<file path="config.mk">
export PLATFORM = sky130hd
export DESIGN_NAME = irq_vec_ctrl
export DESIGN_NICKNAME = d
export VERILOG_FILES = /design/src/rtl/irq_vec_pkg.sv /design/src/rtl/irq_vec_sync.sv /design/src/rtl/irq_vec_pend.sv /design/src/rtl/irq_vec_prio.sv /design/src/rtl/irq_vec_ctrl.sv
export SDC_FILE = /design/constraint.sdc
export NUM_CORES = 1
export LEC_CHECK = 0
export ABC_AREA = 1
export BUFFER_PORTS_ARGS = -buffer_cell sky130_fd_sc_hd__buf_2
export CAP_MARGIN = 20
export CORE_MARGIN = 8
export CORE_UTILIZATION = 50
export DETAILED_ROUTE_END_ITERATION = 10
export MAX_ROUTING_LAYER = met4
export PLACE_DENSITY = 0.72
export SYNTH_ARGS = -nofsm -noshare
export SYNTH_HDL_FRONTEND = slang
export SYNTH_SLANG_ARGS = --single-unit
</file>
<file path="constraint.sdc">
create_clock -name clk -period 3.6 [get_ports clk]
set_input_delay 0.36 -clock clk [delete_from_list [all_inputs] [get_ports clk]]
set_output_delay 0.36 -clock clk [all_outputs]
set_load 0.02 [all_outputs]
</file>
<file path="src/rtl/irq_vec_pkg.sv">
package irq_vec_pkg;
  typedef enum logic [1:0] {
    RS_MASK = 2'd0,
    RS_PEND = 2'd1,
    RS_ESEL = 2'd2,
    RS_VEC  = 2'd3
  } reg_sel_e;
endpackage

</file>
<file path="src/rtl/irq_vec_sync.sv">
module irq_vec_sync #(
  parameter int N      = 15,
  parameter int STAGES = 2
) (
  input  logic         clk,
  input  logic         rst_n,
  input  logic [N-1:0] d_i,
  output logic [N-1:0] q_o
);
  logic [N-1:0] chain_q [STAGES];

  for (genvar s = 0; s < STAGES; s++) begin : g_stage
    always_ff @(posedge clk or negedge rst_n) begin
      if (!rst_n) chain_q[s] <= '0;
      else if (s == 0) chain_q[s] <= d_i;
      else chain_q[s] <= chain_q[(s == 0) ? 0 : s-1];
    end
  end

  assign q_o = chain_q[STAGES-1];
endmodule

</file>
<file path="src/rtl/irq_vec_pend.sv">
module irq_vec_pend #(
  parameter int N = 15
) (
  input  logic         clk,
  input  logic         rst_n,
  input  logic [N-1:0] lvl_i,
  input  logic [N-1:0] esel_i,
  input  logic [N-1:0] clr_i,
  output logic [N-1:0] pend_o,
  output logic [N-1:0] lat_o,
  output logic [N-1:0] fall_o
);
  logic [N-1:0] lvl_d_q;

  always_ff @(posedge clk or negedge rst_n) begin
    if (!rst_n) lvl_d_q <= '0;
    else lvl_d_q <= lvl_i;
  end

  for (genvar n = 0; n < N; n++) begin : g_src
    if (n % 2 == 0) begin : g_ext
      logic lat_q;
      assign fall_o[n] = lvl_d_q[n] & ~lvl_i[n];
      always_ff @(posedge clk or negedge rst_n) begin
        if (!rst_n) lat_q <= 1'b0;
        else if (!esel_i[n]) lat_q <= 1'b0;
        else lat_q <= (lat_q & ~clr_i[n]) | fall_o[n];
      end
      assign lat_o[n]  = lat_q;
      assign pend_o[n] = esel_i[n] ? lat_q : lvl_i[n];
    end else begin : g_int
      assign fall_o[n] = 1'b0;
      assign lat_o[n]  = 1'b0;
      assign pend_o[n] = lvl_i[n];
    end
  end
endmodule

</file>
<file path="src/rtl/irq_vec_prio.sv">
module irq_vec_prio #(
  parameter int N    = 15,
  parameter int VW   = 6,
  parameter int SPUR = 15
) (
  input  logic [N-1:0]  act_i,
  output logic [VW-1:0] vec_o
);
  always_comb begin
    vec_o = VW'(SPUR);
    for (int n = N-1; n >= 0; n--) begin
      if (act_i[n]) vec_o = VW'(n);
    end
  end
endmodule

</file>
<file path="src/rtl/irq_vec_ctrl.sv">
module irq_vec_ctrl #(
  parameter int NSRC   = 15,
  parameter int DW     = 32,
  parameter int VW     = 6,
  parameter int SPUR   = 15,
  parameter int STAGES = 2
) (
  input  logic            clk,
  input  logic            rst_n,
  input  logic [NSRC-1:0] src_i,
  input  logic            reg_wr_i,
  input  logic            reg_rd_i,
  input  logic [1:0]      reg_sel_i,
  input  logic [DW-1:0]   reg_wdata_i,
  output logic [DW-1:0]   reg_rdata_o,
  output logic            irq_o
);
  import irq_vec_pkg::*;

  localparam int PADW = DW - VW;

  logic [NSRC-1:0] lvl_w, pend_w, lat_w, fall_w, clr_w, act_w;
  logic [NSRC-1:0] mask_q, esel_q, wd_src_w, esel_d_w;
  logic [DW-1:0]   mask_word_w, pend_word_w, esel_word_w;
  logic [VW-1:0]   vec_w;
  logic            wr_mask_w, wr_pend_w, wr_esel_w;

  assign wr_mask_w = reg_wr_i && (reg_sel_i == RS_MASK);
  assign wr_pend_w = reg_wr_i && (reg_sel_i == RS_PEND);
  assign wr_esel_w = reg_wr_i && (reg_sel_i == RS_ESEL);

  for (genvar n = 0; n < NSRC; n++) begin : g_map
    assign wd_src_w[n] = reg_wdata_i[DW-1-n];
    assign esel_d_w[n] = (n % 2 == 0) ? wd_src_w[n] : 1'b0;
  end

  always_comb begin
    mask_word_w = '0;
    pend_word_w = '0;
    esel_word_w = '0;
    for (int n = 0; n < NSRC; n++) begin
      mask_word_w[DW-1-n] = mask_q[n];
      pend_word_w[DW-1-n] = pend_w[n];
      esel_word_w[DW-1-n] = esel_q[n];
    end
  end

  assign clr_w = wr_pend_w ? wd_src_w : '0;

  always_ff @(posedge clk or negedge rst_n) begin
    if (!rst_n) begin
      mask_q <= '0;
      esel_q <= '0;
    end else begin
      if (wr_mask_w) mask_q <= wd_src_w;
      if (wr_esel_w) esel_q <= esel_d_w;
    end
  end

  irq_vec_sync #(.N(NSRC), .STAGES(STAGES)) sync_i (
    .clk(clk), .rst_n(rst_n), .d_i(src_i), .q_o(lvl_w)
  );

  irq_vec_pend #(.N(NSRC)) pend_i (
    .clk(clk), .rst_n(rst_n), .lvl_i(lvl_w), .esel_i(esel_q),
    .clr_i(clr_w), .pend_o(pend_w), .lat_o(lat_w), .fall_o(fall_w)
  );

  assign act_w = pend_w & mask_q;

  irq_vec_prio #(.N(NSRC), .VW(VW), .SPUR(SPUR)) prio_i (
    .act_i(act_w), .vec_o(vec_w)
  );

  assign irq_o = |act_w;

  always_ff @(posedge clk or negedge rst_n) begin
    if (!rst_n) reg_rdata_o <= '0;
    else if (reg_rd_i) begin
      case (reg_sel_e'(reg_sel_i))
        RS_MASK: reg_rdata_o <= mask_word_w;
        RS_PEND: reg_rdata_o <= pend_word_w;
        RS_ESEL: reg_rdata_o <= esel_word_w;
        default: reg_rdata_o <= {vec_w, {PADW{1'b0}}};
      endcase
    end
  end
endmodule

</file>
==> results of run 1 <==
==> cell families (layout without fill, tap and decap cells) <==
group / count (synthesis) / after routing
other: 1 / 17
flip-flops: 84 / 84
buffers and inverters: 48 / 92
multiplexers: 7 / 7
AND/OR/NAND/NOR: 142 / 142
AO/OA/AOI/OAI: 60 / 60
==> worst max-delay path, stage by stage (launching register included) <==
cell and delay [ns]:
dfrtp_1 0.42, nand2_1 0.10, nand2_2 0.07, nand2_2 0.06, nand2_1 0.08, nor2_2 0.14
nand4_1 0.12, a2111o_1 0.31, buf_2 0.17
==> registers in the layout, summed over array words and instances, names as in the netlist <==
name and count:
reg_rdata_o 15, sync_i.q_o 15, mask_q 15, pend_i.g_src.g_ext.lat_q 8, sync_i.chain_q 15, pend_i.lvl_d_q 8
esel_q 8
==> routing by layer <==
metal  up-vias  global-route usage  routed length (um)
li1       1175                   -                   -
met1      1140              0.1741                2926
met2        67              0.2345                3261
met3        12             0.05761                 434
met4         0             0.06494                 112
met5         -                   -                   0
==> where the power goes <==
group          total (W)  leakage [nW]  internal (W)  switching (W)
registers        0.00110          1.02       0.00104      0.0000633
logic           0.000329         0.841      0.000117       0.000213
clock network   0.000660        0.0983      0.000338       0.000322
==> layout by cell type (no fill, tap or decap), drive strengths merged, types with 2 or more instances in the layout <==
| master | count |
|---|---|
| dfrtp | 84 |
| o21ai | 31 |
| nand3 | 2 |
| conb | 17 |
| buf | 52 |
| mux2 | 7 |
| a31oi | 2 |
| clkbuf | 10 |
| nor2 | 34 |
| nand2 | 105 |
| clkinvlp | 2 |
| a21oi | 15 |
| inv | 23 |
| a221oi | 8 |
| clkinv | 3 |
==> metrics by stage <==
| step | util | setup WS (ns) | power [W] | hold WS [ns] | cell area [sq um] |
|---|---|---|---|---|---|
| 3_3_place_gp | 0.5460 | 1.648 | 0.001436 | 0.3335 | 3627 |
| 3_5_place_dp | 0.5460 | 1.548 | 0.001449 | 0.3347 | 3627 |
| 5_1_grt | 0.5819 | 1.301 | 0.002203 | 0.08790 | 3866 |
| 4_1_cts | 0.5763 | 1.418 | 0.002113 | 0.09349 | 3829 |
| 6_report | 0.5819 | 1.434 | 0.002092 | 0.1121 | 3866 |
| 2_1_floorplan | - | 1.991 | 0.001346 | 0.06441 | 3433 |
==> worst paths after layout <==
check                      slack, ns                from                 end  depth (start not counted)
setup / recovery                1.43           esel_q[6]               irq_o                          8
hold / removal                  0.11            src_i[3]  sync_i.chain_q[18]                          1
setup reg to reg                2.17          esel_q[12]     reg_rdata_o[26]                         16
hold reg to reg                 0.35  sync_i.chain_q[15]       sync_i.q_o[0]                          0
max in group asynchronous       2.61               rst_n      sync_i.q_o[13]                          3
min in group asynchronous       0.40               rst_n  sync_i.chain_q[25]                          2
==> layout make-up <==
class	instances	area [sq um]
clock buffer	10	137.6
clock inverter	6	63.81
fill	584	2778
inverter	23	86.33
multi-input combinational	226	1081
sequential	84	2102
tap	80	100.1
timing repair buffer	53	295.3
==> results.yml, run 1 <==
routing:
  dr.pass1.iters: 4
  vias: 2394
  vias_per_cell: 4.967
  drc: 0
  routedWlPerCell_um: 13.97
  ant_nets: 0
  drt_first_iter_violations: 103
  wl_mm: 6.734
synth:
  yosysMostFrequentCell: "nand2_1"
  synth_xor_area_frac: 0
  synth_fa_ha_area_frac: 0
  synth_compound_area_frac: 0.1039
  ys_warn_count: 0
  synth_top_family_by_area: "simple AND/OR/NAND/NOR gates"
  synth_cell_types: 25
  syn-instance-count: 342
  syn_area_sq_mm: 0.003373
  synth-seq-cells: 84
  synth_edf_count: 0
  seq_area_frac_synth: 0.6231
  synth_ff_type: "dfrtp_1"
  netlist.area_leader.share: 0.6231
  synth_top_area_cell: "dfrtp_1"
  synth_area_leaders: "dfrtp_1 62%, nand2_1 10%, o21ai_1 4.6%, buf_4 3.8%, nor2_1 3.4%"
  syn_avg_cell_area_sq_um: 9.863
  synth-simple-area-share: 0.1743
  synthTopCellsByCount: "92 x nand2_1, 84 x dfrtp_1, 31 x nor2_1, 31 x o21ai_1, 17 x buf_4"
  synthMuxAreaShare: 0.02337
  async_flop_share: 1.000
timing:
  fin_setup_tns_ns: 0
  fin_crit_sh: 0.6017
  setup_violations: 0
  rsz0062_at_grt: "no"
  final_hold_viol_count: 0
  fin_skew_ns: 0.008027
  worst_slew_pin_slew_ns: 0.7484
  min_period_ns: 2.166
  drv_slew: 0
  clock.fmax_mhz: 461.7
  maxSlewHeadroom: 0.5005
place:
  dp.cells: 464
  numPortBuffers: 51
  dp_hpwl_mm: 4.681
  gp_congestion: 0.8159
global_route:
  grt_max_degree: 85
  antenna_found_initial: 0
  grt_pass1_wl_mm: 11.25
  grt_pass1_vias: 2385
  gr-total-overflow: 0
  grtUsageTotal: 0.1520
clock_network:
  cts_tree: "yes"
  clock-root-buffer: "clkbuf_8"
  ctsHoldBuffers: 0
  clk_latency_ns: 0.35
  clock_sinks: 84
  ctsResizeCount: 0
  post_cts_buffers: 0
  path_clk_slew_ns: 0.08
  cts_made_buffers: 9
  cts_buffer_depth: 2
  htreeDepth: 3
min_path:
  holdCritPathClass: "in -> reg"
flow_run:
  max_cap_violations: 0
status:
  status: "complete, no violations"
setup_path:
  arrival_ns: 1.81
  start_kind: "flip-flop"
  path_class: "reg -> out"
  worstPathRequired_ns: 3.24
  path_max_fanout: 4
  endpoint_kind: "output pin"
power:
  ir_worst_vdd_uv: 337.0
  p_leak_nw: 1.961
  power_density_mw_per_mm2: 541.2
floorplanning:
  num_rows: 30
  dieHeight_um: 98.14
  core-area_sq_mm: 0.006644
  die_w_um: 98.14
  io-pin-count: 86
  die_area_sq_mm: 0.009630
  start_util: 0.5077
cells_and_area:
  finalNonFillerCells: 482
  drive_gt1_frac: 0.2363
  nets: 450
  syn2layout_area_growth_pct: 14.61
  n_antenna_cell: 0
No activity file was read; power rests on OpenSTA's default activity.
==> inputs of run 2 (changes only) <==
- ABC_AREA: 1 -> 0
- PLACE_DENSITY: 0.72 -> 0.71
- clock period: 3.6 -> 2.3 ns (I/O delays scaled with it)
==> run 2 against run 1 <==
Compared with the run above: via count fell by 1.1%; clock skew barely moved; first-iteration DRC count fell by 13%; global-route usage rose by 0.48 points; utilization rose by 3.2 points; critical path type unchanged.
==> results.yml, run 2 <==
synth:
  synth_xor_area_frac: 0
  synth-simple-area-share: 0.1065
  netlist.area_leader.share: 0.5924
  syn_area_sq_mm: 0.003548
  synth_compound_area_frac: 0.1135
  yosysMostFrequentCell: "dfrtp_1"
  synth_top_area_cell: "dfrtp_1"
  seq_area_frac_synth: 0.5924
  synthMuxAreaShare: 0.1245
  synth_top_family_by_area: "multiplexers"
  synth_fa_ha_area_frac: 0
  syn_avg_cell_area_sq_um: 12.15
  synth_edf_count: 0
  synth-seq-cells: 84
  synth_cell_types: 47
  syn-instance-count: 292
  async_flop_share: 1.000
  synth_area_leaders: "dfrtp_1 59%, mux2_2 6.3%, buf_4 3.8%, mux2i_1 3.7%, nor2b_1 3.0%"
  ys_warn_count: 0
  synthTopCellsByCount: "84 x dfrtp_1, 20 x mux2_2, 19 x a21oi_1"
  synth_ff_type: "dfrtp_1"
setup_path:
  start_kind: "flip-flop"
  arrival_ns: 1.95
  endpoint_kind: "output pin"
  path_max_fanout: 4
  path_class: "reg -> out"
  worstPathRequired_ns: 2.07
routing:
  drc: 0
  vias: 2368
  wl_mm: 7.284
  dr.pass1.iters: 4
  ant_nets: 0
  routedWlPerCell_um: 15.63
  vias_per_cell: 5.082
  drt_first_iter_violations: 90
cells_and_area:
  nets: 418
  syn2layout_area_growth_pct: 18.23
  final_cell_mix: "84 x dfrtp_1, 50 x buf_2, 20 x mux2_2"
  n_antenna_cell: 0
  drive_gt1_frac: 0.2838
  final_util: 0.6141
  finalNonFillerCells: 466
  mostFrequentLayoutCell: "dfrtp_1"
timing:
  clock.fmax_mhz: 459.3
  holdWs_ns: 0.08830
  final_hold_viol_count: 0
  worst_slew_pin_slew_ns: 0.5081
  fin_setup_tns_ns: 0
  drv_slew: 0
  rsz0062_at_grt: "no"
  min_period_ns: 2.177
  fin_skew_ns: 0.007583
  setup_violations: 0
  maxSlewHeadroom: 0.6612
  fin_crit_sh: 0.9465
clock_network:
  cts_made_buffers: 9
  ctsResizeCount: 0
  path_clk_slew_ns: 0.09
  clk_latency_ns: 0.35
  ctsHoldBuffers: 16
  clock-root-buffer: "clkbuf_8"
  clock_sinks: 84
  htreeDepth: 3
  post_cts_buffers: 0
  cts_tree: "yes"
  cts_buffer_depth: 2
floorplanning:
  dieHeight_um: 100.2
  num_rows: 30
  core-area_sq_mm: 0.006832
  io-pin-count: 86
  die_w_um: 100.2
  start_util: 0.5194
  die_area_sq_mm: 0.01005
global_route:
  grtUsageTotal: 0.1568
  grt_pass1_wl_mm: 11.93
  antenna_found_initial: 0
  grt_pass1_vias: 2402
  gr-total-overflow: 0
  grt_max_degree: 36
place:
  dp.cells: 434
  dp_hpwl_mm: 5.257
  gp_congestion: 0.7774
  numPortBuffers: 51
flow_run:
  max_cap_violations: 0
power:
  power_density_mw_per_mm2: 801.3
  p_leak_nw: 1.928
  ir_worst_vdd_uv: 413.9
min_path:
  holdCritPathClass: "in -> reg"
status:
  status: "complete, no violations"
==> run 2: cell count changes in the layout (fill, tap and decap cells not counted), sizes merged, moves of 13 or more <==
| cell | delta |
|---|---|
| dlygate4sd3 | +15 |
| o21ai | -21 |
| mux2 | +20 |
| nor2b | +17 |
| nand2 | -86 |
| mux2i | +13 |
| nor2 | -20 |
==> run 2: worst max-delay path: stages (launching register included) <==
cell,delay [ns]
dfrtp_1,0.42
mux2_4,0.35
a221oi_2,0.32
and4_1,0.27
nand2_1,0.07
buf_2,0.16
==> run 2: layout make-up <==
class	instances	area, sq um
clock inverter	6	47.55
clock buffer	10	127.6
tap	96	120.1
sequential	84	2102
inverter	11	41.29
multi-input combinational	185	1286
timing repair buffer	74	470.5
fill	585	2636
==> run 2: stage by stage <==
stage                     total power, W  setup WS, ns  instance area, sq um
after floorplan                 0.002236        0.7279                  3608
after global placement          0.002405        0.5339                  3860
after detailed placement        0.002431        0.4902                  3860
after CTS                       0.003404       0.09382                  4195
after global routing            0.003536      0.007964                  4195
final                           0.003362        0.1230                  4195
==> run 2: cell families (layout without fill, tap and decap cells) <==
group | count (synthesis) | in the layout
flops | 84 | 84
buf+inv | 39 | 101
simple gates | 69 | 69
compound gates | 59 | 59
mux | 40 | 40
other cells | 1 | 17
==> run 2: worst paths after layout <==
| kind | from | endpoint | slack (ns) | cells after the start |
|---|---|---|---|---|
| setup / recovery | esel_q[6] | irq_o | 0.12 | 5 |
| hold / removal | reg_wdata_i[20] | mask_q[11] | 0.09 | 2 |
| setup reg to reg | esel_q[10] | reg_rdata_o[28] | 0.63 | 5 |
| hold reg to reg | sync_i.chain_q[18] | sync_i.q_o[3] | 0.35 | 0 |
| max in group asynchronous | rst_n | reg_rdata_o[23] | 1.23 | 3 |
| min in group asynchronous | rst_n | sync_i.chain_q[17] | 0.35 | 2 |
==> run 2: metal layers <==
metal	global-route usage	part of all wire	up-vias
met2	0.2482	0.49	57
met1	0.1826	0.44	1173
met5	-	0	-
li1	-	-	1130
met4	0.04767	0.016	0
met3	0.05675	0.058	8
==> run 2: report_power, final <==
group	total, W	switching [W]	leakage (nW)	internal, W
sequential	0.00178	0.000133	1.01	0.00164
clock	0.000942	0.000542	0.0755	0.000399
combinational	0.000643	0.000343	0.846	0.000300
total	0.00336	0.00102	1.93	0.00234
==> inputs of run 3 (changes only) <==
- CORE_UTILIZATION: 50 -> 25
- PLACE_DENSITY: 0.71 -> 0.39
==> run 3 against run 2 <==
Compared with the run above: flip-flop and latch count unchanged; clock skew decreased by 0.0018 ns; critical path depth did not move; fmax grew 0.97%; first-iteration DRC count decreased by 29%; global-route usage decreased by 5.3 points; wire length increased by 19%; critical path type unchanged; highest routed layer unchanged.
==> results.yml, run 3 (synthesis results as in run 2) <==
cells_and_area:
  mostFrequentLayoutCell: "dfrtp_1"
  nets: 421
  syn2layout_area_growth_pct: 25.81
  fill_cells: 1437
  multi_input_area_sq_mm: 0.001286
  regArea_sq_mm: 0.002102
  drive_gt1_frac: 0.2849
  finalNonFillerCells: 552
  final_cell_mix: "84 x dfrtp_1, 50 x buf_2, 20 x mux2_2"
  final_area_sq_mm: 0.004464
  n_antenna_cell: 0
setup_path:
  crit_chain: "mux2_4 -> a221oi_2 -> and4_1 -> nand2_1 -> buf_2"
  slowest_stage: "dfrtp_1"
  path_class: "reg -> out"
  worstPathRequired_ns: 2.07
  endpoint_kind: "output pin"
  start_kind: "flip-flop"
  arrival_ns: 1.93
  cp_num_buf_inv: 1
  path_max_fanout: 4
  crit_family: "flip-flops"
  max_stage_delay_ns: 0.41
place:
  dp.cells: 521
  dp_hpwl_mm: 6.134
  place_area_sq_mm: 0.004000
  pre_cts_ws_ns: 0.5111
  numPortBuffers: 51
  gp_congestion: 0.7330
global_route:
  grt_max_degree: 46
  grt_pass1_vias: 2476
  antenna_found_initial: 0
  gr-total-overflow: 0
  grt_pass1_wl_mm: 14.06
  grtUsageTotal: 0.1041
timing:
  maxSlewHeadroom: 0.5919
  fin_crit_sh: 0.9374
  fin_skew_ns: 0.005769
  setup_violations: 0
  fin_setup_tns_ns: 0
  drv_slew: 0
  rsz0062_at_grt: "no"
  setup_ws_ns: 0.1440
  clock.fmax_mhz: 463.8
  min_period_ns: 2.156
  worst_slew_pin_slew_ns: 0.6121
  final_hold_viol_count: 0
routing:
  drt_first_iter_violations: 64
  drc: 0
  dr.pass1.iters: 4
  routedWlPerCell_um: 15.73
  wl_mm: 8.682
  ant_nets: 0
  vias_per_cell: 4.250
  vias: 2346
floorplanning:
  io-pin-count: 86
  start_util: 0.2556
  die_area_sq_mm: 0.01826
  num_rows: 43
  die_w_um: 135.1
  dieHeight_um: 135.1
  core-area_sq_mm: 0.01388
power:
  ir_worst_vdd_uv: 312.0
  power_density_mw_per_mm2: 876.8
  p_leak_nw: 2.019
clock_network:
  path_clk_slew_ns: 0.06
  post_cts_buffers: 0
  cts_made_buffers: 9
  clk_latency_ns: 0.34
  cts_buffer_depth: 2
  clock-root-buffer: "clkbuf_16"
  cts_tree: "yes"
  htreeDepth: 3
  clock_sinks: 84
status:
  status: "complete, no violations"
flow_run:
  max_cap_violations: 0
min_path:
  holdCritPathClass: "in -> reg"
-- run 3: power breakdown --
group / leakage, nW / total [W] / switching (W) / internal, W
clock network: 0.149 / 0.00147 / 0.000549 / 0.000925
registers: 1.01 / 0.00178 / 0.000134 / 0.00165
logic: 0.864 / 0.000658 / 0.000353 / 0.000306
total: 2.02 / 0.00391 / 0.00104 / 0.00288
-- run 3: layout make-up --
| cell class | instances | share of cell area |
|---|---|---|
| clock inverter | 1 | 0.006726 |
| tap | 180 | 0.05045 |
| multi-input combinational | 185 | 0.2881 |
| clock buffer | 14 | 0.06138 |
| sequential | 84 | 0.4709 |
| inverter | 11 | 0.009249 |
| timing repair buffer | 77 | 0.1132 |
-- run 3: final timing paths --
kind                       cells past startpoint  slack, ns               start            endpoint
hold / removal                                 2       0.12     reg_wdata_i[18]          mask_q[13]
hold reg to reg                                0       0.35  sync_i.chain_q[29]      sync_i.q_o[14]
setup / recovery                               5       0.14           esel_q[6]               irq_o
setup reg to reg                               5       0.68          esel_q[12]     reg_rdata_o[27]
max in group asynchronous                      3       1.24               rst_n     reg_rdata_o[27]
min in group asynchronous                      2       0.44               rst_n  sync_i.chain_q[26]
-- run 3: routing by layer --
| layer | part of all wire | wire (um) | track usage | vias up |
|---|---|---|---|---|
| met2 | 0.45 | 3894 | 0.1527 | 54 |
| met5 | 0 | 0 | - | - |
| li1 | - | - | - | 1139 |
| met4 | 0.025 | 220 | 0.05552 | 0 |
| met1 | 0.49 | 4220 | 0.1320 | 1140 |
| met3 | 0.040 | 347 | 0.02226 | 13 |
-- run 3: repair_timing --
item | CTS | global route
hold buffers | 16 | 0
resized for setup | 0 | 0
hold endpoints to repair | 58 | 0
setup endpoints to repair | 0 | 0
-- run 3: worst reg2reg max path: stages (launching register included) --
cell	delay, ns
dfrtp_1	0.41
mux2i_1	0.27
o21ai_1	0.11
a31o_1	0.25
a221oi_2	0.29
o221a_1	0.22
-- run 3: per-stage QoR --
stage	power [W]	hold slack (ns)	util
after global routing	0.004126	0.1181	0.3216
after global placement	0.002449	0.2834	0.2882
final	0.003914	0.1190	0.3216
after CTS	0.003989	0.1019	0.3216
after floorplan	0.002236	-0.06559	-
after detailed placement	0.002458	0.2795	0.2882
